## config.mk

```make
export PLATFORM = sky130hd
export DESIGN_NAME = save_timing_ctrl
export DESIGN_NICKNAME = d
export VERILOG_FILES = /design/src/rtl/save_timing_pkg.sv /design/src/rtl/save_cfg_regs.sv /design/src/rtl/save_busy_timer.sv /design/src/rtl/save_port_mux.sv /design/src/rtl/save_timing_ctrl.sv
export SDC_FILE = /design/constraint.sdc
export NUM_CORES = 1
export LEC_CHECK = 0
export BUFFER_PORTS_ARGS = -buffer_cell sky130_fd_sc_hd__buf_2
export CORE_MARGIN = 10
export CORE_UTILIZATION = 40
export CTS_CLUSTER_DIAMETER = 200
export CTS_CLUSTER_SIZE = 40
export DETAILED_ROUTE_END_ITERATION = 10
export MAX_ROUTING_LAYER = met4
export PLACE_DENSITY = 0.64
export SYNTH_ARGS = -nofsm -noshare
export SYNTH_HDL_FRONTEND = slang
export SYNTH_SLANG_ARGS = --single-unit
export TNS_END_PERCENT = 100
```

## constraint.sdc

```tcl
create_clock -name clk -period 2.2 [get_ports clk]
set_input_delay 0.22 -clock clk [delete_from_list [all_inputs] [get_ports clk]]
set_output_delay 0.22 -clock clk [all_outputs]
set_load 0.03 [all_outputs]
```

## src/rtl/save_timing_pkg.sv

```systemverilog
`timescale 1ns/1ps
package save_timing_pkg;

    localparam int CFG_AW = 6;
    localparam int CNT_W  = 32;
    localparam int N_OPS  = 4;

    localparam logic [CFG_AW-1:0] OFS_MODE   = 6'h00;
    localparam logic [CFG_AW-1:0] OFS_OWNER  = 6'h04;
    localparam logic [CFG_AW-1:0] OFS_STATUS = 6'h08;
    localparam logic [CFG_AW-1:0] OFS_DUR0   = 6'h20;

    typedef enum logic [2:0] {
        DEV_SRAM     = 3'd0,
        DEV_EE_SMALL = 3'd1,
        DEV_EE_LARGE = 3'd2,
        DEV_FL_HALF  = 3'd3,
        DEV_FL_FULL  = 3'd4
    } dev_kind_e;

    typedef enum logic [1:0] {
        OP_CHIP_ERASE   = 2'd0,
        OP_SECTOR_ERASE = 2'd1,
        OP_PROGRAM      = 2'd2,
        OP_EE_WRITE     = 2'd3
    } op_kind_e;

    function automatic logic dev_is_flash(input logic [2:0] m);
        return (m == DEV_FL_HALF) || (m == DEV_FL_FULL);
    endfunction

    function automatic logic dev_is_eeprom(input logic [2:0] m);
        return (m == DEV_EE_SMALL) || (m == DEV_EE_LARGE);
    endfunction

    function automatic int unsigned window_bits(input logic [2:0] m);
        case (m)
            DEV_EE_SMALL: return 9;
            DEV_EE_LARGE: return 13;
            DEV_FL_HALF:  return 16;
            DEV_FL_FULL:  return 17;
            default:      return 15;
        endcase
    endfunction

endpackage

```

## src/rtl/save_cfg_regs.sv

```systemverilog
`timescale 1ns/1ps
module save_cfg_regs
    import save_timing_pkg::*;
#(
    parameter int AW = CFG_AW,
    parameter int CW = CNT_W,
    parameter int NOPS = N_OPS
) (
    input  logic                     clk,
    input  logic                     rst_n,
    input  logic                     we,
    input  logic [AW-1:0]            addr,
    input  logic [31:0]              wdata,
    output logic [31:0]              rdata,
    input  logic                     stat_err,
    input  logic                     stat_busy,
    output logic [2:0]               mode,
    output logic                     owner,
    output logic [NOPS-1:0][CW-1:0]  dur,
    output logic                     clr_err
);
    typedef struct packed {
        logic [2:0]              mode;
        logic                    owner;
        logic [NOPS-1:0][CW-1:0] dur;
    } regs_t;

    regs_t r_q, r_d;

    always_comb begin
        r_d     = r_q;
        clr_err = 1'b0;
        if (we) begin
            if (addr == OFS_MODE)   r_d.mode  = wdata[2:0];
            if (addr == OFS_OWNER)  r_d.owner = wdata[0];
            if (addr == OFS_STATUS) clr_err   = wdata[0];
            for (int i = 0; i < NOPS; i++) begin
                if (addr == AW'(OFS_DUR0 + 4 * i)) r_d.dur[i] = wdata[CW-1:0];
            end
        end
    end

    always_ff @(posedge clk) begin
        if (!rst_n) r_q <= '0;
        else        r_q <= r_d;
    end

    always_comb begin
        rdata = '0;
        if (addr == OFS_MODE)   rdata = {29'd0, r_q.mode};
        if (addr == OFS_OWNER)  rdata = {31'd0, r_q.owner};
        if (addr == OFS_STATUS) rdata = {30'd0, stat_busy, stat_err};
        for (int i = 0; i < NOPS; i++) begin
            if (addr == AW'(OFS_DUR0 + 4 * i)) rdata = 32'(r_q.dur[i]);
        end
    end

    assign mode  = r_q.mode;
    assign owner = r_q.owner;
    assign dur   = r_q.dur;

    p_owner_hold_r2: assert property (@(posedge clk) disable iff (!rst_n)
        !(we && addr == OFS_OWNER) |=> $stable(owner));

endmodule

```

## src/rtl/save_busy_timer.sv

```systemverilog
`timescale 1ns/1ps
module save_busy_timer
    import save_timing_pkg::*;
#(
    parameter int CW = CNT_W,
    parameter int NOPS = N_OPS
) (
    input  logic                     clk,
    input  logic                     rst_n,
    input  logic                     op_start,
    input  logic [1:0]               op_kind,
    input  logic [2:0]               mode,
    input  logic [NOPS-1:0][CW-1:0]  dur,
    input  logic                     clr_err,
    output logic                     busy,
    output logic                     err
);
    typedef struct packed {
        logic          busy;
        logic          err;
        logic [CW-1:0] cnt;
    } tmr_t;

    tmr_t s_q, s_d;
    logic kind_fits;

    always_comb begin
        if (dev_is_flash(mode))       kind_fits = (op_kind != OP_EE_WRITE);
        else if (dev_is_eeprom(mode)) kind_fits = (op_kind == OP_EE_WRITE);
        else                          kind_fits = 1'b0;
    end

    always_comb begin
        s_d = s_q;
        if (s_q.busy) begin
            if (s_q.cnt == '0) s_d.busy = 1'b0;
            else               s_d.cnt  = s_q.cnt - 1'b1;
        end else if (op_start && kind_fits) begin
            s_d.busy = 1'b1;
            s_d.cnt  = dur[op_kind];
        end
        if (clr_err)             s_d.err = 1'b0;
        if (op_start && s_q.busy) s_d.err = 1'b1;
    end

    always_ff @(posedge clk) begin
        if (!rst_n) s_q <= '0;
        else        s_q <= s_d;
    end

    assign busy = s_q.busy;
    assign err  = s_q.err;

    p_count_continues_r3: assert property (@(posedge clk) disable iff (!rst_n)
        (s_q.busy && s_q.cnt != '0) |=> (s_q.busy && s_q.cnt == $past(s_q.cnt) - 1'b1));

    p_sram_never_busy_r5: assert property (@(posedge clk) disable iff (!rst_n)
        (!s_q.busy && !dev_is_flash(mode) && !dev_is_eeprom(mode)) |=> !s_q.busy);

    p_err_on_overlap_r7: assert property (@(posedge clk) disable iff (!rst_n)
        (s_q.busy && op_start) |=> s_q.err);

    p_err_sticky_r7: assert property (@(posedge clk) disable iff (!rst_n)
        (s_q.err && !clr_err) |=> s_q.err);

endmodule

```

## src/rtl/save_port_mux.sv

```systemverilog
`timescale 1ns/1ps
module save_port_mux
    import save_timing_pkg::*;
#(
    parameter int AW = 17,
    parameter int DW = 8
) (
    input  logic          clk,
    input  logic          rst_n,
    input  logic [2:0]    mode,
    input  logic          owner,
    input  logic [AW-1:0] m0_addr,
    input  logic          m0_we,
    input  logic [DW-1:0] m0_wdata,
    output logic [DW-1:0] m0_rdata,
    input  logic [AW-1:0] m1_addr,
    input  logic          m1_we,
    input  logic [DW-1:0] m1_wdata,
    output logic [DW-1:0] m1_rdata,
    output logic [AW-1:0] mem_addr,
    output logic          mem_we,
    output logic [DW-1:0] mem_wdata,
    input  logic [DW-1:0] mem_rdata
);
    logic [AW-1:0] win_mask;
    logic [AW-1:0] sel_addr;

    always_comb begin
        for (int i = 0; i < AW; i++) win_mask[i] = (i < window_bits(mode));
    end

    always_comb begin
        sel_addr  = owner ? m1_addr : m0_addr;
        mem_addr  = sel_addr & win_mask;
        mem_we    = owner ? m1_we : m0_we;
        mem_wdata = owner ? m1_wdata : m0_wdata;
        m0_rdata  = owner ? '0 : mem_rdata;
        m1_rdata  = owner ? mem_rdata : '0;
    end

    p_nonowner_silent_r9: assert property (@(posedge clk) disable iff (!rst_n)
        (owner ? (m0_rdata == '0) : (m1_rdata == '0)));

    p_write_from_owner_r9: assert property (@(posedge clk) disable iff (!rst_n)
        mem_we |-> (owner ? m1_we : m0_we));

    p_addr_in_window_r10: assert property (@(posedge clk) disable iff (!rst_n)
        (mode == DEV_EE_SMALL) |-> (mem_addr < AW'(512)));

endmodule

```

## src/rtl/save_timing_ctrl.sv

```systemverilog
`timescale 1ns/1ps
module save_timing_ctrl
    import save_timing_pkg::*;
#(
    parameter int SAVE_AW = 17,
    parameter int SAVE_DW = 8
) (
    input  logic               clk,
    input  logic               rst_n,
    input  logic               cfg_we,
    input  logic [5:0]         cfg_addr,
    input  logic [31:0]        cfg_wdata,
    output logic [31:0]        cfg_rdata,
    input  logic               op_start,
    input  logic [1:0]         op_kind,
    output logic               busy,
    output logic               op_err,
    input  logic [SAVE_AW-1:0] m0_addr,
    input  logic               m0_we,
    input  logic [SAVE_DW-1:0] m0_wdata,
    output logic [SAVE_DW-1:0] m0_rdata,
    input  logic [SAVE_AW-1:0] m1_addr,
    input  logic               m1_we,
    input  logic [SAVE_DW-1:0] m1_wdata,
    output logic [SAVE_DW-1:0] m1_rdata,
    output logic [SAVE_AW-1:0] mem_addr,
    output logic               mem_we,
    output logic [SAVE_DW-1:0] mem_wdata,
    input  logic [SAVE_DW-1:0] mem_rdata
);
    logic [2:0]                   mode;
    logic                         owner;
    logic [N_OPS-1:0][CNT_W-1:0]  dur;
    logic                         clr_err;

    save_cfg_regs #(.AW(CFG_AW), .CW(CNT_W), .NOPS(N_OPS)) u_regs (
        .clk(clk), .rst_n(rst_n),
        .we(cfg_we), .addr(cfg_addr), .wdata(cfg_wdata), .rdata(cfg_rdata),
        .stat_err(op_err), .stat_busy(busy),
        .mode(mode), .owner(owner), .dur(dur), .clr_err(clr_err)
    );

    save_busy_timer #(.CW(CNT_W), .NOPS(N_OPS)) u_timer (
        .clk(clk), .rst_n(rst_n),
        .op_start(op_start), .op_kind(op_kind), .mode(mode), .dur(dur),
        .clr_err(clr_err), .busy(busy), .err(op_err)
    );

    save_port_mux #(.AW(SAVE_AW), .DW(SAVE_DW)) u_mux (
        .clk(clk), .rst_n(rst_n), .mode(mode), .owner(owner),
        .m0_addr(m0_addr), .m0_we(m0_we), .m0_wdata(m0_wdata), .m0_rdata(m0_rdata),
        .m1_addr(m1_addr), .m1_we(m1_we), .m1_wdata(m1_wdata), .m1_rdata(m1_rdata),
        .mem_addr(mem_addr), .mem_we(mem_we), .mem_wdata(mem_wdata), .mem_rdata(mem_rdata)
    );

endmodule

```

==> reports/results.ini <==
[die]
die_area_mm2 = 0.02843
initial_core_util_pct = 40.61
die_w_um = 168.6
io_pins = 180
core.rowCount = 54
dieHeight_um = 168.6
coreArea_mm2 = 0.02176

[cts]
clk_path_buf_depth = 2
clockRootBuffer = clkbuf_16
clkSlewWorstSetupHoldPaths_ps = 70
tritoncts.num_buffers = 17
clkLatencyLatePin_ps = 430
htreeDepth = 4
cts_sinks = 166
cts_tree = done

[worst_setup_path]
critPathCaptureType = flip-flop
crit_arrival_ps = 2470
r2r_end = u_timer.s_q[27]$_SDFFE_PN0P_
worstReg2RegStart = u_timer.s_q[20]$_SDFFE_PN0P_
worstSetupPathType = flip-flop to flip-flop
cp-start-kind = flip-flop
rr_worst_depth = 6
path_max_fanout = 5
required_ps = 2570
r2r_slack_ps = 100

[global_routing]
grt_max_degree = 68
grtUsageTotal_pct = 21.66
grt_pass1_wl_mm = 48.84
global_route.overflow_total = 0
grt_pass1_vias = 8506
antenna_found_initial = 1

[placed_design]
placed_area_mm2 = 0.01032
post-place-ws_ps = 87.59
place_hpwl_mm = 21.53
gp_congestion = 0.8346
port-buffer-count = 179

[final_layout]
fill_cells = 2161
postLayoutCoreUtil_pct = 50.37
fin_nets = 1396
seqCellArea_mm2 = 0.003327
syn2layout_area_growth_pct = 24.03
multiInputGateArea_mm2 = 0.005146
drive_gt1_share_pct = 26.53
design_area_mm2 = 0.01096

[timing]
finalHoldViolations = 0
min_period_ps = 2102
rsz0062_at_grt = no
timing.fmax_mhz = 475.7
skew_ps = 10.62
worst_slew_pin_slew_ps = 817.7
setup_ws_ps = 97.71
setup_viol = 0
tns_ps = 0
slew_headroom_pct = 45.48
post-route-period-util_pct = 95.56
report.final.slew_viol_count = 0

[yosys]
yosys_register_bits = 166
syn_nets = 1232
synth_edf_count = 0
synth_cell_types = 62
syn_inst = 1127
netlist_area_mm2 = 0.008836
postSynth.asyncResetShare_pct = 0
syn_avg_cell_area_um2 = 7.840
synth_warnings = 0
ys.flop_type = dfxtp_1
ys_seq_area_share_pct = 37.61

[worst_hold_path]
worstHoldPathCells = 3
holdPathEnd = u_regs.dur[103]$_SDFFE_PN0P_
min_from = cfg_wdata[7]
hold_class = primary input to flip-flop

[route]
vias = 8982
vias_per_cell = 5.667
drtIter0Drc = 935
postRouteAntennaNets = 0
routedWlPerCell_um = 19.54
drc = 0
dr.pass1.iters = 6
finalWirelength_mm = 30.96

[pwr]
finalPower_mw = 6.594
ir_drop_uv = 510.9
p_leak_nw = 4.176
p_per_area_mw_per_mm2 = 601.7

[outcome]
outcome = completed

[job]
cap_violations = 0

## through the flow
stage	instances	hold WS (ps)
5_1_grt	1585	58.00
3_5_place_dp	1551	454.4
6_report	1585	55.36
2_1_floorplan	1127	356.0
3_3_place_gp	1551	447.2
4_1_cts	1583	43.93
## flip-flops by register name (all words and copies together) (netlist names)
register      count
u_regs.dur      128
u_regs.mode       3
u_regs.owner      1
u_timer.err       1
u_timer.busy      1
u_timer.s_q      32
## where the power goes
part | internal (mW) | switching [mW] | total (mW) | leakage (nW)
clock | 1.69 | 1.35 | 3.04 | 0.289
combinational | 0.197 | 0.336 | 0.533 | 2.55
sequential | 3.01 | 0.00831 | 3.02 | 1.34
total | 4.90 | 1.70 | 6.59 | 4.18
## cells in the mapped netlist, types with 2 or more instances
library cell | instances | area share (%)
nand2_1 | 313 | 13
a21oi_1 | 186 | 11
dfxtp_1 | 166 | 38
clkbuf_1 | 71 | 3.0
nor2_1 | 60 | 2.5
o21ai_0 | 41 | 2.3
mux4_2 | 32 | 8.2
mux2i_1 | 29 | 3.3
mux2_2 | 18 | 2.3
nor3_1 | 18 | 1.0
and2_1 | 17 | 1.2
a222oi_1 | 16 | 1.8
a22oi_1 | 13 | 1.1
buf_2 | 11 | 0.62
nor2b_1 | 11 | 0.78
and3_1 | 10 | 0.71
nand3_1 | 9 | 0.51
inv_1 | 8 | 0.34
o32ai_1 | 8 | 0.79
a31oi_1 | 7 | 0.50
buf_1 | 7 | 0.30
nor4_1 | 7 | 0.50
nand3b_1 | 5 | 0.42
a21boi_0 | 4 | 0.34
o21a_1 | 4 | 0.34
o31a_1 | 4 | 0.40
o31ai_1 | 4 | 0.34
buf_4 | 3 | 0.25
o211ai_1 | 3 | 0.25
o22ai_1 | 3 | 0.21
or3_1 | 3 | 0.21
a221oi_1 | 2 | 0.20
a32o_1 | 2 | 0.23
nor3b_1 | 2 | 0.17
o2bb2ai_1 | 2 | 0.20
o41ai_1 | 2 | 0.20
## timing repair
action,CTS,global route
hold buffers,0,0
gates resized for setup,1,6
buffers inserted,0,1
pin swaps,0,0
setup endpoints to repair,1,11
## per-layer routing
metal	track usage [%]	share of wire [%]	wire length, um	up-vias
met5	-	0	0	-
met3	3.520	6.7	2087	32
met2	34.65	49	15100	360
met4	5.072	1.1	333	0
met1	28.13	43	13440	4273
li1	-	-	-	4317
## logic make-up after synthesis
| group | after synthesis | synth area share (%) |
|---|---|---|
| and+or+nand+nor | 468 | 22.86 |
| AOI/OAI and AO/OA | 309 | 20.69 |
| DFF | 166 | 37.61 |
| buffers and inverters | 103 | 4.871 |
| muxes | 79 | 13.74 |
| xor gates and xnor gates | 1 | 0.09914 |
| adders and majority gates | 1 | 0.1416 |
## cell usage in the layout, fill, tap and decap left out, types with 9 or more instances in the layout
cell type and count:
and3_1 10, nor2_1 58, mux4_2 32, buf_4 48, clkbuf_16 17, and2_1 18
buf_2 179, a222oi_1 16, nand3_1 9, o21ai_0 40, nor2b_1 11, a21oi_1 176
nor3_1 18, mux2i_1 29, mux2_2 18, buf_12 12, a22oi_1 13, nand2_1 313
dfxtp_1 165, a21oi_2 10
## worst max-delay path by stage
stage,startpoint,end,slack [ps],cells past startpoint
2_1_floorplan,cfg_addr[5],cfg_rdata[14],50,6
3_3_place_gp,u_timer.s_q[19]$_SDFFE_PN0P_,u_timer.s_q[27]$_SDFFE_PN0P_,110,6
3_5_place_dp,u_timer.s_q[19]$_SDFFE_PN0P_,u_timer.s_q[27]$_SDFFE_PN0P_,90,6
4_1_cts,u_timer.s_q[20]$_SDFFE_PN0P_,u_timer.s_q[27]$_SDFFE_PN0P_,70,6
5_1_grt,u_timer.s_q[20]$_SDFFE_PN0P_,u_timer.s_q[23]$_SDFFE_PN0P_,8,7
6_report,u_timer.s_q[20]$_SDFFE_PN0P_,u_timer.s_q[27]$_SDFFE_PN0P_,100,6
## critical path, stage by stage, from the launching register on
cell and delay (ps):
dfxtp_1 320, or4_4 510, nand4bb_4 250, or3_4 440, o31a_1 250, o22ai_1 150
and2_1 130
## layout make-up
class / instances / share of cell area, %
multi-input combinational: 858 / 46.96
inverter: 9 / 0.3311
sequential: 166 / 30.36
tap: 280 / 3.197
timing repair buffer: 239 / 13.65
antenna: 1 / 0.02283
clock inverter: 12 / 1.222
clock buffer: 20 / 4.258
Note: power is estimated with default switching activity, not from simulation.
